--- src/rtl/vlink_deser7.sv ---
module vlink_deser7 #(
  parameter int FULL = 1
) (
  input  logic       clk,
  input  logic       rst_n,
  input  logic       pwr_n,
  input  logic       lclk_s,
  input  logic [3:0] lane_d,
  output logic       pix_clk,
  output logic       locked,
  output logic [7:0] red,
  output logic [7:0] green,
  output logic [7:0] blue,
  output logic       hsync,
  output logic       vsync,
  output logic       de,
  output logic       spare
);
  localparam int NL   = (FULL != 0) ? 4 : 3;
  localparam int WW   = NL * 7;
  localparam int SLOTS = 7;
  localparam int HIGHS = 4;

  logic              prev_c;
  logic [3:0]        cnt_q;
  logic              err_q;
  logic [1:0]        good_q, good_n;
  logic [NL-1:0][6:0] sh;
  logic [WW-1:0]     h1, h2, ow;

  wire        rise  = lclk_s & ~prev_c;
  wire [3:0]  idx   = rise ? 4'd0 : cnt_q;
  wire        inper = idx < 4'(SLOTS);
  wire        miss  = inper && (lclk_s != (idx < 4'(HIGHS)));
  wire        ok_pr = (cnt_q == 4'(SLOTS)) && !err_q;
  wire        upd   = locked && (idx == 4'(HIGHS)) && !lclk_s;

  always_comb begin
    good_n = good_q;
    if (rise) good_n = ok_pr ? ((good_q == 2'd2) ? 2'd2 : good_q + 2'd1) : 2'd0;
    else if (!inper) good_n = 2'd0;
  end

  always_ff @(posedge clk or negedge rst_n) begin
    if (!rst_n) begin
      prev_c  <= 1'b0;
      cnt_q   <= 4'hf;
      err_q   <= 1'b0;
      good_q  <= 2'd0;
      locked  <= 1'b0;
      pix_clk <= 1'b0;
      sh      <= '0;
      h1      <= '0;
      h2      <= '0;
      ow      <= '0;
    end else if (!pwr_n) begin
      prev_c  <= 1'b0;
      cnt_q   <= 4'hf;
      err_q   <= 1'b0;
      good_q  <= 2'd0;
      locked  <= 1'b0;
      pix_clk <= 1'b0;
    end else begin
      prev_c  <= lclk_s;
      cnt_q   <= (idx == 4'hf) ? 4'hf : idx + 4'd1;
      err_q   <= rise ? 1'b0 : (err_q | miss);
      good_q  <= good_n;
      locked  <= (good_n == 2'd2);
      pix_clk <= locked ? lclk_s : pix_clk;
      for (int l = 0; l < NL; l++) sh[l] <= {sh[l][5:0], lane_d[l]};
      if (rise && ok_pr) begin
        h1 <= sh;
        h2 <= h1;
      end
      if (upd) ow <= h2;
    end
  end

  wire [6:0] w0 = ow[6:0];
  wire [6:0] w1 = ow[13:7];
  wire [6:0] w2 = ow[20:14];
  logic [6:0] w3;

  generate
    if (FULL != 0) begin : g_full
      assign w3 = ow[WW-1:21];
    end else begin : g_red
      assign w3 = 7'd0;
    end
  endgenerate

  assign red   = {w0[6:1], w3[6:5]};
  assign green = {w1[6:2], w0[0], w3[4:3]};
  assign blue  = {w2[6:3], w1[1:0], w3[2:1]};
  assign hsync = w2[2];
  assign vsync = w2[1];
  assign de    = w2[0];
  assign spare = w3[0];
endmodule


--- config.mk ---
export PLATFORM = sky130hd
export DESIGN_NAME = vlink_deser7
export DESIGN_NICKNAME = d
export VERILOG_FILES = /design/src/rtl/vlink_deser7.sv
export SDC_FILE = /design/constraint.sdc
export NUM_CORES = 1
export LEC_CHECK = 0
export CORE_MARGIN = 2
export CORE_UTILIZATION = 58
export DETAILED_ROUTE_END_ITERATION = 12
export MAX_ROUTING_LAYER = met4
export PLACE_DENSITY = 0.9
export SYNTH_ARGS = -nofsm -noshare
export SYNTH_HDL_FRONTEND = slang
export SYNTH_SLANG_ARGS = --single-unit
--- constraint.sdc ---
create_clock -name clk -period 2.5 [get_ports clk]
set_input_delay 0.5 -clock clk [delete_from_list [all_inputs] [get_ports clk]]
set_output_delay 0.5 -clock clk [all_outputs]
set_load 0.01 [all_outputs]
# Yosys cells after proc, flatten, opt, wreduce, memory -nomap -nowiden

Index checks and enable logic that the tools add are counted.

Register bits: 122
Input bits: 8
Output and inout port bits: 30
Word-level logic and storage cells: 50

Add/sub/neg operators: 2
Magnitude comparators: 2
Equal/unequal tests: 7
Mux-type cells: 14
Bitwise gates (word level): 3
Reductions and logical operators: 9

Operators by type and width:

| cell                                                        | number |
|---|---|
| two-way mux 4 bit                                           | 3 |
| two-way mux 2 bit                                           | 5 |
| equality test 4 x 3 -> 1 bit (second input constant)        | 2 |
| less-than comparator 4 x 3 -> 1 bit (second input constant) | 2 |
| two-way mux 1 bit                                           | 6 |
| logical AND 1 bit                                           | 5 |
| adder 4 x 1 -> 4 bit (second input constant)                | 1 |
| equality test 2 bit (second input constant)                 | 2 |
| equality test 4 bit (second input constant)                 | 1 |
| AND reduction 2 bit                                         | 2 |
| adder 2 x 1 -> 2 bit (second input constant)                | 1 |
| zero test 1 bit                                             | 2 |
| inequality test 2 x 1 -> 1 bit (second input constant)      | 1 |
| bitwise AND 1 bit                                           | 1 |
| inequality test 1 bit                                       | 1 |
| inverter 1 bit                                              | 1 |
| OR 1 bit                                                    | 1 |

# Logic depth before layout (Yosys ltp)

Word-level depth: 9
Mapped depth: 8
Mapped depth without buffers: 7

# Least setup slack after synthesis

Ideal clock, no wire load.

Kind: input-to-reg
From: input port lclk_s
To: register ow[17]
Setup time: 0.125 ns
Arrival time: 1.856 ns
Required time: 2.375 ns
Setup slack: 0.519 ns
Stages: 8
Buffers on the path: 1
Cells stage by stage: nand2b_1 > and2_1 > inv_1 > ha_1 > and4bb_1 > nand3_4 > buf_6 > mux2_4

Cells in the longest elaborated chain, start to end: 6
Elaborated cells on any way between the ends: 7
Those cells by class: eq/ne: 1; mux: 1; bitwise: 1; reduce/logical: 4

RTL lines:

| element                                | RTL line | source |
|---|---|---|
| from (decl)                            | 7        | `input logic lclk_s,` |
| bitwise AND 1 bit                      | 31       | `wire rise = lclk_s & ~prev_c;` |
| two-way mux 4 bit                      | 32       | `wire [3:0] idx = rise ? 4'd0 : cnt_q;` |
| equality test 4 x 3 -> 1 bit           | 36       | `wire upd = locked && (idx == 4'(HIGHS)) && !lclk_s;` |
| logical AND 1 bit                      | 36       |  |
| logical AND 1 bit *                    | 36       |  |
| AND reduction 2 bit (no source line) * | -        |  |
| to (signal assigned)                   | 55       | `ow <= '0;` |
| to (signal assigned)                   | 75       | `if (upd) ow <= h2;` |
| to (decl)                              | 29       | `logic [WW-1:0] h1, h2, ow;` |

Mark *: on every way between the ends. The rest lies on a longest branch, timed or not.
A chain may end at the register's enable or synchronous reset.

# Worst setup path in the final report

From: register prev_c
To: register ow[1]

Cells in the longest elaborated chain, start to end: 7

RTL lines:

| element                              | RTL line | source |
|---|---|---|
| from (decl)                          | 24       | `logic prev_c;` |
| from (signal assigned)               | 64       | `prev_c <= lclk_s;` |
| inverter 1 bit                       | 31       |  |
| bitwise AND 1 bit                    | 31       |  |
| two-way mux 4 bit                    | 32       |  |
| equality test 4 x 3 -> 1 bit         | 36       |  |
| logical AND 1 bit (2 in a row)       | 36       |  |
| AND reduction 2 bit (no source line) | -        |  |

Every way passes these cells.

==> flow_summary.toml <==
[hold_path]
hold_path_class = "input port to async pin"

[yosys]
syn_nets = 301
synth_seq_cells = 122
synthArstFlopShare_pct = 100
syn_area_mm2 = 0.00497
synth_cell_types = 31
synth-seq-area-share_pct = 61.5
synth_edf_count = 0
avgSynthCellArea_um2 = 17.1
ys_warn_count = 0
synth_cells = 290
yosys_most_used_dff = "dfrtp_1"

[detailed_routing]
routed_wl_um = 8640
first_iter_violations = 70
first_pass_iters = 4
avgRoutedWirePerCell_um = 18.7
postRouteAntennaNets = 0
drc_errors = 0
viasPerCell = 5.42
dr_total_vias = 2511

[cells_and_area]
drive_gt1_share_pct = 45.5
multi_input_area_mm2 = 0.00173
post-route-util_pct = 73.3
nets = 357
diodes = 0
fill_cells = 501
final_area_mm2 = 0.00605
register_area_mm2 = 0.00306
syn2layout_area_growth_pct = 21.7

[placement]
port_buffers = 37
hpwl_um = 5150
post_dp_cell_area_mm2 = 0.00549
gp_congestion = 0.804

[setup_path]
critPathSlowestCell = "dfrtp_1"
cp-start-kind = "flop"
worstReg2RegStart = "prev_c$_DFF_PN0_"
endpoint_kind = "flop"
worst-path-stages = 8
required_ns = 2.90
reg2reg_slack_ns = 0.44
cp.arrival_ns = 2.46
r2r_cells = 8
reg2reg_to = "ow[1]$_DFFE_PN0P_"
crit_chain = "nand2b_1 -> and2_1 -> inv_1 -> ha_1 -> and4bb_1 -> nand3_4 -> buf_12 -> mux2_2"
crit_fanout = 19
max_stage_delay_ns = 0.41
worstSetupPathType = "flop to flop"
crit_family = "simple AND/OR/NAND/NOR gates"
path_buf_inv = 2

[sta]
finalSetupViolCount = 0
finalSetupTns_ns = 0
layout_min_cycle_time_ns = 2.06
slew_viol_final = 0
finalClockSkew_ns = 0.0113
tightest_slew_ns = 0.477
rsz0062_at_grt = "false"
slew_headroom_pct = 68.2
fin_hold_ws_ns = 0.438
max_freq_mhz = 485
period_share_pct = 82.5
hold_viol = 0

[global_route]
overflow = 0
antenna_found_initial = 0
grt_usage_pct = 21.5
grt_pass1_wl_um = 14000
grt_max_degree = 53
grt_pass1_vias = 2683

[floorplanning]
initial_core_util_pct = 60.2
die_area_mm2 = 0.00933
io-pin-count = 38
die_x_um = 96.6
fp-row-count = 33
die_y_um = 96.6
core-area_mm2 = 0.00826

[clock_network]
clock_latency_ns = 0.51
cts-root-buf = "clkbuf_8"
clock-sinks = 122
postCtsSetupBuffers = 0
clock_path_buffers = 2
htree_levels = 4
cts.clk_slew.worst_paths_ns = 0.06
cts_tree = "done"
cts_buffers = 17

[power_and_ir_drop]
power_uw = 6070
ir_drop_v = 0.000525
power_density_mw_per_mm2 = 1000
leakage_uw = 0.00286

[outcome]
status = "completed"

[flow_run]
max_cap_violations = 0
==> per-stage QoR <==
step,setup WS (ns),std cells
after floorplan,0.519,290
after global placement,0.0568,431
after detailed placement,-0.00643,431
after CTS,0.445,463
after global routing,0.366,463
final,0.439,463
==> power breakdown <==
part / total (µW) / switching, µW / internal (µW) / leakage (µW)
registers: 2890 / 365 / 2530 / 0.00157
clock network: 2290 / 861 / 1430 / 0.000270
logic: 881 / 248 / 633 / 0.00102
total: 6070 / 1470 / 4590 / 0.00286
==> cell usage after synthesis, types with 4 or more instances <==
cell type  number  area share [%]
mux2_2         61              14
buf_2           4            0.40
dfrtp_1       118              59
inv_1           6            0.45
mux2_4         50              15
buf_12          5             2.0
dfstp_2         4             2.1
==> layer usage <==
| metal | vias to the layer above | global-route usage (%) | wire length [µm] |
|---|---|---|---|
| met2 | 59 | 32.6 | 4300 |
| li1 | 1135 | - | - |
| met5 | - | - | 0 |
| met1 | 1303 | 27.1 | 3870 |
| met3 | 14 | 6.44 | 320 |
| met4 | 0 | 9.15 | 150 |
==> flip-flops by register name (all words and copies together) (netlist names) <==
name and count:
cnt_q 4, err_q 1, good_q 2, h1 28, h2 28, locked 1
ow 28, pix_clk 1, prev_c 1, sh 28
==> cells by family (layout without fill, tap and decap cells) <==
logic type	Yosys count	after routing	synth area share (%)
AND/OR/NAND/NOR	23	23	3.55
multiplexers	113	113	29.3
buffers and inverters	19	87	3.62
flip-flops	122	122	61.5
AO/OA/AOI/OAI	10	10	1.21
adder cells (fa/ha/maj)	3	3	0.755
==> worst max-delay path by stage <==
stage / start / endpoint / slack [ns]
final: prev_c$_DFF_PN0_ / ow[1]$_DFFE_PN0P_ / 0.44
after global placement: lclk_s / ow[10]$_DFFE_PN0P_ / 0.06
after global routing: prev_c$_DFF_PN0_ / ow[8]$_DFFE_PN0P_ / 0.37
after CTS: prev_c$_DFF_PN0_ / ow[8]$_DFFE_PN0P_ / 0.44
after detailed placement: lclk_s / ow[10]$_DFFE_PN0P_ / -0.006
after floorplan: lclk_s / ow[17]$_DFFE_PN0P_ / 0.52
==> cells in the final DEF, fill, tap and decap left out, types with 3 or more instances in the layout <==
| master | n |
|---|---|
| and3_1 | 3 |
| clkinv_2 | 5 |
| o21ai_0 | 3 |
| nand3_1 | 3 |
| nor2_1 | 3 |
| clkbuf_16 | 16 |
| mux2_4 | 50 |
| dfrtp_1 | 118 |
| clkdlybuf4s50_1 | 35 |
| inv_1 | 6 |
| buf_12 | 7 |
| mux2_2 | 61 |
| a21oi_1 | 3 |
| buf_4 | 6 |
| dfstp_2 | 4 |
| ha_1 | 3 |
| clkinvlp_4 | 3 |
==> area by class of cell <==
class                      count  share of cell area (%)
sequential                   122                    50.5
multi-input combinational    149                    28.6
timing repair buffer          50                    9.10
clock buffer                  19                    7.13
tap                          105                    2.17
clock inverter                12                    2.07
inverter                       6                   0.372
==> what timing repair did <==
| action | 4_1_cts | 5_1_grt |
|---|---|---|
| resized for setup | 0 | 0 |
| hold endpoints to repair | 22 | 0 |
| hold buffers | 1 | 0 |
Power figures use the tool's default switching activity.
